[src/rtl/sysctl_pkg.sv]
package sysctl_pkg;
  localparam int NREG    = 6;
  localparam int R_CFG   = 0;
  localparam int R_DIAG  = 1;
  localparam int R_MDM   = 2;
  localparam int R_MISC  = 3;
  localparam int R_PWR   = 4;
  localparam int R_SYS   = 5;

  localparam int OFF_W   = 4;
  localparam logic [OFF_W-1:0] REG_OFF [NREG] = '{4'h0, 4'h1, 4'h2, 4'h3, 4'h4, 4'h8};
  localparam logic             REG_WORD[NREG] = '{1'b0, 1'b0, 1'b0, 1'b0, 1'b0, 1'b1};

  localparam int CFG_EN_BIT  = 3;
  localparam int PWR_OFF_BIT = 0;
  localparam int PWR_CLR_BIT = 1;
  localparam int PWR_ST_BIT  = 5;
  localparam int MISC_TC_BIT = 0;
  localparam int SYS_REQ_BIT = 0;
  localparam logic [7:0] SYS_RST_STATUS = 8'h02;

  localparam int NPULSE  = 3;
  localparam int P_OFF   = 0;
  localparam int P_RST   = 1;
  localparam int P_TC    = 2;
endpackage

[src/rtl/sysctl_bus_dec.sv]
module sysctl_bus_dec
  import sysctl_pkg::*;
#(
  parameter int ADDR_W = 4
) (
  input  logic [ADDR_W-1:0] addr,
  input  logic              wr_en,
  input  logic              rd_en,
  input  logic              acc_word,
  output logic [NREG-1:0]   wr_sel,
  output logic [NREG-1:0]   rd_sel
);
  logic [NREG-1:0] hit;

  // one comparator per register: offset and access size both must match
  for (genvar i = 0; i < NREG; i++) begin : g_dec
    assign hit[i] = (addr == ADDR_W'(REG_OFF[i])) && (acc_word == REG_WORD[i]);
  end

  assign wr_sel = hit & {NREG{wr_en}};
  assign rd_sel = hit & {NREG{rd_en}};
endmodule

[src/rtl/sysctl_pwr_unit.sv]
module sysctl_pwr_unit
  import sysctl_pkg::*;
(
  input  logic       clk,
  input  logic       rst_n,
  input  logic       pf_in,
  input  logic       irq_en,
  input  logic       wr,
  input  logic [7:0] wbyte,
  output logic [7:0] pwr_q,
  output logic       irq
);
  logic       pf_seen;
  logic       status_q;
  logic [1:0] ctl_q;
  logic       pf_evt;
  logic       status_d;

  assign pf_evt = (pf_in != pf_seen);

  always_comb begin
    status_d = status_q;
    if (wr && wbyte[PWR_CLR_BIT]) status_d = 1'b0;
    // an input change overrides a same-edge software clear
    if (pf_evt) status_d = pf_in & irq_en;
  end

  always_ff @(posedge clk or negedge rst_n) begin
    if (!rst_n) begin
      pf_seen  <= 1'b0;
      status_q <= 1'b0;
      ctl_q    <= 2'b00;
    end else begin
      pf_seen  <= pf_in;
      status_q <= status_d;
      if (wr) ctl_q <= wbyte[1:0];
    end
  end

  always_comb begin
    pwr_q             = 8'h00;
    pwr_q[1:0]        = ctl_q;
    pwr_q[PWR_ST_BIT] = status_q;
  end

  assign irq = status_q & irq_en;
endmodule

[src/rtl/sysctl_pulse_gen.sv]
module sysctl_pulse_gen #(
  parameter int N = 3
) (
  input  logic         clk,
  input  logic         rst_n,
  input  logic [N-1:0] fire,
  output logic [N-1:0] pulse
);
  for (genvar i = 0; i < N; i++) begin : g_p
    always_ff @(posedge clk or negedge rst_n) begin
      if (!rst_n) pulse[i] <= 1'b0;
      else        pulse[i] <= fire[i];
    end
  end
endmodule

[src/rtl/sysctl_regblk.sv]
module sysctl_regblk
  import sysctl_pkg::*;
#(
  parameter int ADDR_W = 4,
  parameter int DATA_W = 32
) (
  input  logic              clk,
  input  logic              por_n,
  input  logic              rst_n,
  input  logic [ADDR_W-1:0] addr,
  input  logic              wr_en,
  input  logic              rd_en,
  input  logic              acc_word,
  input  logic [DATA_W-1:0] wdata,
  output logic [DATA_W-1:0] rdata,
  input  logic              pwr_fail,
  output logic              pf_irq,
  output logic              pwroff_req,
  output logic              sysrst_req,
  output logic              tc_pulse
);
  localparam int BYTE_W = 8;

  logic              blk_rst_n;
  logic [NREG-1:0]   wr_sel;
  logic [NREG-1:0]   rd_sel;
  logic [BYTE_W-1:0] wbyte;
  logic [BYTE_W-1:0] cfg_q, diag_q, mdm_q, misc_q, pwr_q;
  logic [DATA_W-1:0] sys_q;
  logic [NPULSE-1:0] fire, pulse;
  logic [DATA_W-1:0] rd_val;

  assign blk_rst_n = rst_n & por_n;
  assign wbyte     = wdata[BYTE_W-1:0];

  sysctl_bus_dec #(.ADDR_W(ADDR_W)) u_dec (
    .addr    (addr),
    .wr_en   (wr_en),
    .rd_en   (rd_en),
    .acc_word(acc_word),
    .wr_sel  (wr_sel),
    .rd_sel  (rd_sel)
  );

  // registers cleared by either reset
  always_ff @(posedge clk or negedge blk_rst_n) begin
    if (!blk_rst_n) begin
      cfg_q  <= '0;
      mdm_q  <= '0;
      misc_q <= '0;
    end else begin
      if (wr_sel[R_CFG])  cfg_q  <= wbyte;
      if (wr_sel[R_MDM])  mdm_q  <= wbyte;
      if (wr_sel[R_MISC]) begin
        misc_q              <= wbyte;
        misc_q[MISC_TC_BIT] <= 1'b0;
      end
    end
  end

  // registers that only a cold reset clears
  always_ff @(posedge clk or negedge por_n) begin
    if (!por_n) begin
      diag_q <= '0;
      sys_q  <= '0;
    end else begin
      if (wr_sel[R_DIAG]) diag_q <= wbyte;
      if (wr_sel[R_SYS]) begin
        if (wdata[SYS_REQ_BIT]) sys_q <= DATA_W'(SYS_RST_STATUS);
        else                    sys_q <= wdata;
      end
    end
  end

  sysctl_pwr_unit u_pwr (
    .clk   (clk),
    .rst_n (blk_rst_n),
    .pf_in (pwr_fail),
    .irq_en(cfg_q[CFG_EN_BIT]),
    .wr    (wr_sel[R_PWR]),
    .wbyte (wbyte),
    .pwr_q (pwr_q),
    .irq   (pf_irq)
  );

  assign fire[P_OFF] = wr_sel[R_PWR]  & wbyte[PWR_OFF_BIT];
  assign fire[P_RST] = wr_sel[R_SYS]  & wdata[SYS_REQ_BIT];
  assign fire[P_TC]  = wr_sel[R_MISC] & wbyte[MISC_TC_BIT];

  sysctl_pulse_gen #(.N(NPULSE)) u_pulse (
    .clk  (clk),
    .rst_n(blk_rst_n),
    .fire (fire),
    .pulse(pulse)
  );

  assign pwroff_req = pulse[P_OFF];
  assign sysrst_req = pulse[P_RST];
  assign tc_pulse   = pulse[P_TC];

  always_comb begin
    rd_val = '0;
    unique case (1'b1)
      rd_sel[R_CFG]:  rd_val = DATA_W'(cfg_q);
      rd_sel[R_DIAG]: rd_val = DATA_W'(diag_q);
      rd_sel[R_MDM]:  rd_val = DATA_W'(mdm_q);
      rd_sel[R_MISC]: rd_val = DATA_W'(misc_q);
      rd_sel[R_PWR]:  rd_val = DATA_W'(pwr_q);
      rd_sel[R_SYS]:  rd_val = sys_q;
      default:        rd_val = '0;
    endcase
  end

  always_ff @(posedge clk or negedge blk_rst_n) begin
    if (!blk_rst_n) rdata <= '0;
    else            rdata <= rd_val;
  end
endmodule

[config.mk]
export PLATFORM = sky130hd
export DESIGN_NAME = sysctl_regblk
export DESIGN_NICKNAME = d
export VERILOG_FILES = /design/src/rtl/sysctl_pkg.sv /design/src/rtl/sysctl_bus_dec.sv /design/src/rtl/sysctl_pwr_unit.sv /design/src/rtl/sysctl_pulse_gen.sv /design/src/rtl/sysctl_regblk.sv
export SDC_FILE = /design/constraint.sdc
export NUM_CORES = 1
export LEC_CHECK = 0
export BUFFER_PORTS_ARGS = -buffer_cell sky130_fd_sc_hd__buf_2
export CAP_MARGIN = 25
export CORE_ASPECT_RATIO = 1.4
export CORE_MARGIN = 1.5
export CORE_UTILIZATION = 55
export CTS_CLUSTER_DIAMETER = 200
export DETAILED_ROUTE_END_ITERATION = 10
export PLACE_DENSITY = 0.79
export RECOVER_POWER = 100
export SLEW_MARGIN = 20
export SYNTH_ARGS = -nofsm -noshare
export SYNTH_HDL_FRONTEND = slang
export SYNTH_SLANG_ARGS = --single-unit
export TNS_END_PERCENT = 30
[constraint.sdc]
create_clock -name clk -period 6.7 [get_ports clk]
set_input_delay 1.005 -clock clk [delete_from_list [all_inputs] [get_ports clk]]
set_output_delay 1.005 -clock clk [all_outputs]
set_load 0.01 [all_outputs]
==> qor.yml <==
status: "finished with violations"
tightest_slew_ns: 2.239
synthToLayoutAreaGrowth_pct: 14.37
final_hold_viol_count: 0
syn-cell-area_mm2: 0.004198
num_rows: 37
synth_nets: 346
total_leakage_power_nw: 2.343
cts_tree: "built"
fin_setup_tns_ns: 0
crit_path_cell_trace: "buf_2, clkbuf_1, and2_2, buf_4"
yosys.area.top_type_share: 0.6021
max_stage_delay_ns: 1.59
startpoint_type: "primary input"
clock_sinks: 101
postCtsSetupRepairBufs: 0
drt_iter0_drc: 213
max_freq_mhz: 301.1
min-delay-start: "sys_q[27]"
crit_required_ns: 7.10
min_path_type: "reg -> reg"
worstRegToRegCells: 3
core-area_mm2: 0.007361
cp.arrival_ns: 3.72
initial_core_util: 0.5703
syn_inst: 303
r2r_end: "rdata[1]"
period_share: 0.4958
root_buffer: "clkbuf_8"
clockBufferDepth: 2
end_kind: "asynchronous set/reset pin"
die_y_um: 106.4
nets: 420
grt_max_degree: 63
dpl.hpwl_um: 5253
hold_buffers: 0
powerDensity_mw_per_mm2: 274.1
final_antenna_net_count: 0
drive_gt1_frac: 0.2696
crit_type: "in -> async"
ir_drop_mv: 0.1977
fin_hold_ws_ns: 0.4807
buffer_ports.inserted: 78
avgSynthCellArea_um2: 13.85
diodes: 0
dr.pass1.iters: 4
antenna_found_initial: 0
h-tree-depth: 3
violations: "max-capacitance violations, max-slew violations"
final_cell_mix: "101 x dfrtp_1, 43 x mux2_2, 41 x clkbuf_1"
maxCapViolCount: 2
dr_total_vias: 2608
critPathMaxFanout: 62
wl_um: 8074
drcViolationCount: 0
yosysWarnings: 0
cp_num_buf_inv: 3
yosysTopAreaCell: "dfrtp_1"
grt_pass1_wl_um: 12920
track_usage: 0.2086
rsz0062_at_grt: "false"
place_ws_ns: 3.749
fin_ws_ns: 3.378
skew_ns: 0.008266
dieArea_mm2: 0.008173
num_io_pins: 79
synth_seq_cells: 101
cpMaxStageDelayCell: "clkbuf_1"
layout.cells.most_common: "dfrtp_1"
wire_per_inst_um: 16.86
relSlewSlack: -0.4925
final-setup-viol-count: 0
timing.rr.start: "misc_q[1]"
ff2ff_setup_slack_ns: 5.28
die_x_um: 76.84
grt_pass1_vias: 2587
numCtsBuffers: 9
period_minus_slack_ns: 3.322
cp_top_family: "buffers and inverters"
yosys-top-cells-area: "dfrtp_1 60%, mux2_2 12%, mux2_1 5.1%"
finalMaxSlewViolations: 41
ys_seq_area_frac: 0.6021
viasPerCell: 5.445
synth_cell_types: 35
cp-startpoint: "por_n"
min_to: "rdata[27]"
path_clk_slew_ns: 0.10
gp_congestion: 0.8239
postCtsResizedCells: 0
worstHoldPathCells: 1
clock_latency_ns: 0.35
grt_overflow: 0
-- layer usage --
metal  wire length (um)  global-route usage
met1               3299              0.2609
met2               4183              0.3521
met3                398             0.03691
met4                193             0.09524
met5                  0                   0
-- registers in the layout (all words and copies together), names as in the netlist --
signal and count:
misc_q 7, u_pwr.status_q 1, mdm_q 8, u_pulse.pulse 3
diag_q 8, sys_q 31, rdata 32, u_pwr.pf_seen 1
cfg_q 8, u_pwr.ctl_q 2
-- synthesized netlist by cell type (all sizes together) --
library cell  instances
mux4                  2
a2111oi               1
nor4                  1
a32o                  1
o21a                  1
nor4b                 2
a41o                  5
buf                  12
and3                  3
a31oi                 1
mux2                 62
nand3                 5
nand4b                1
a221o                 2
dfrtp               101
o221ai                5
and3b                 1
nand3b                4
and2                 29
a21oi                 6
inv                   6
a21bo                 1
nand2                 4
nor2b                28
xnor2                 1
clkbuf                6
and4bb                1
mux2i                 6
nor2                  4
nor3b                 1
-- cell families after synthesis --
kind of cell              synth area share
xor gates and xnor gates          0.002087
and+or+nand+nor                     0.1308
muxes                               0.1914
buffers and inverters              0.02921
AOI/OAI and AO/OA                  0.04441
DFF                                 0.6021
-- worst max-delay path by stage --
stage                           endpoint  slack (ns)  cells past startpoint
after floorplan                 cfg_q[0]        3.80                      1
final                          rdata[10]        3.38                      4
after detailed placement        rdata[5]        3.75                      4
after CTS                       rdata[1]        4.10                      4
after global placement          rdata[1]        3.78                      4
after global routing      u_pwr.ctl_q[1]        2.79                      4
-- where the power goes --
part	switching, W	internal, W
clock	0.000202	0.000260
sequential	0.0000317	0.000678
combinational	0.0000650	0.0000795
-- final cells by class --
class	instances	area, um^2
inverters	6	22.52
repair buffers	81	360.3
multi-input cells	178	1521
well taps	97	121.4
flip-flops and latches	101	2527
clock buffers	11	141.4
fillers	573	2560
clock inverters	5	106.4
-- stage by stage --
| stage | instances | power [W] | area (um^2) | util |
|---|---|---|---|---|
| 2_1_floorplan | 303 | 0.0008180 | 4198 | - |
| 3_3_place_gp | 463 | 0.0008592 | 4633 | 0.6294 |
| 3_5_place_dp | 463 | 0.0008701 | 4633 | 0.6294 |
| 4_1_cts | 479 | 0.001328 | 4881 | 0.6631 |
| 5_1_grt | 479 | 0.001374 | 4801 | 0.6522 |
| 6_report | 479 | 0.001316 | 4801 | 0.6522 |
No activity file was read; power rests on OpenSTA's default activity.
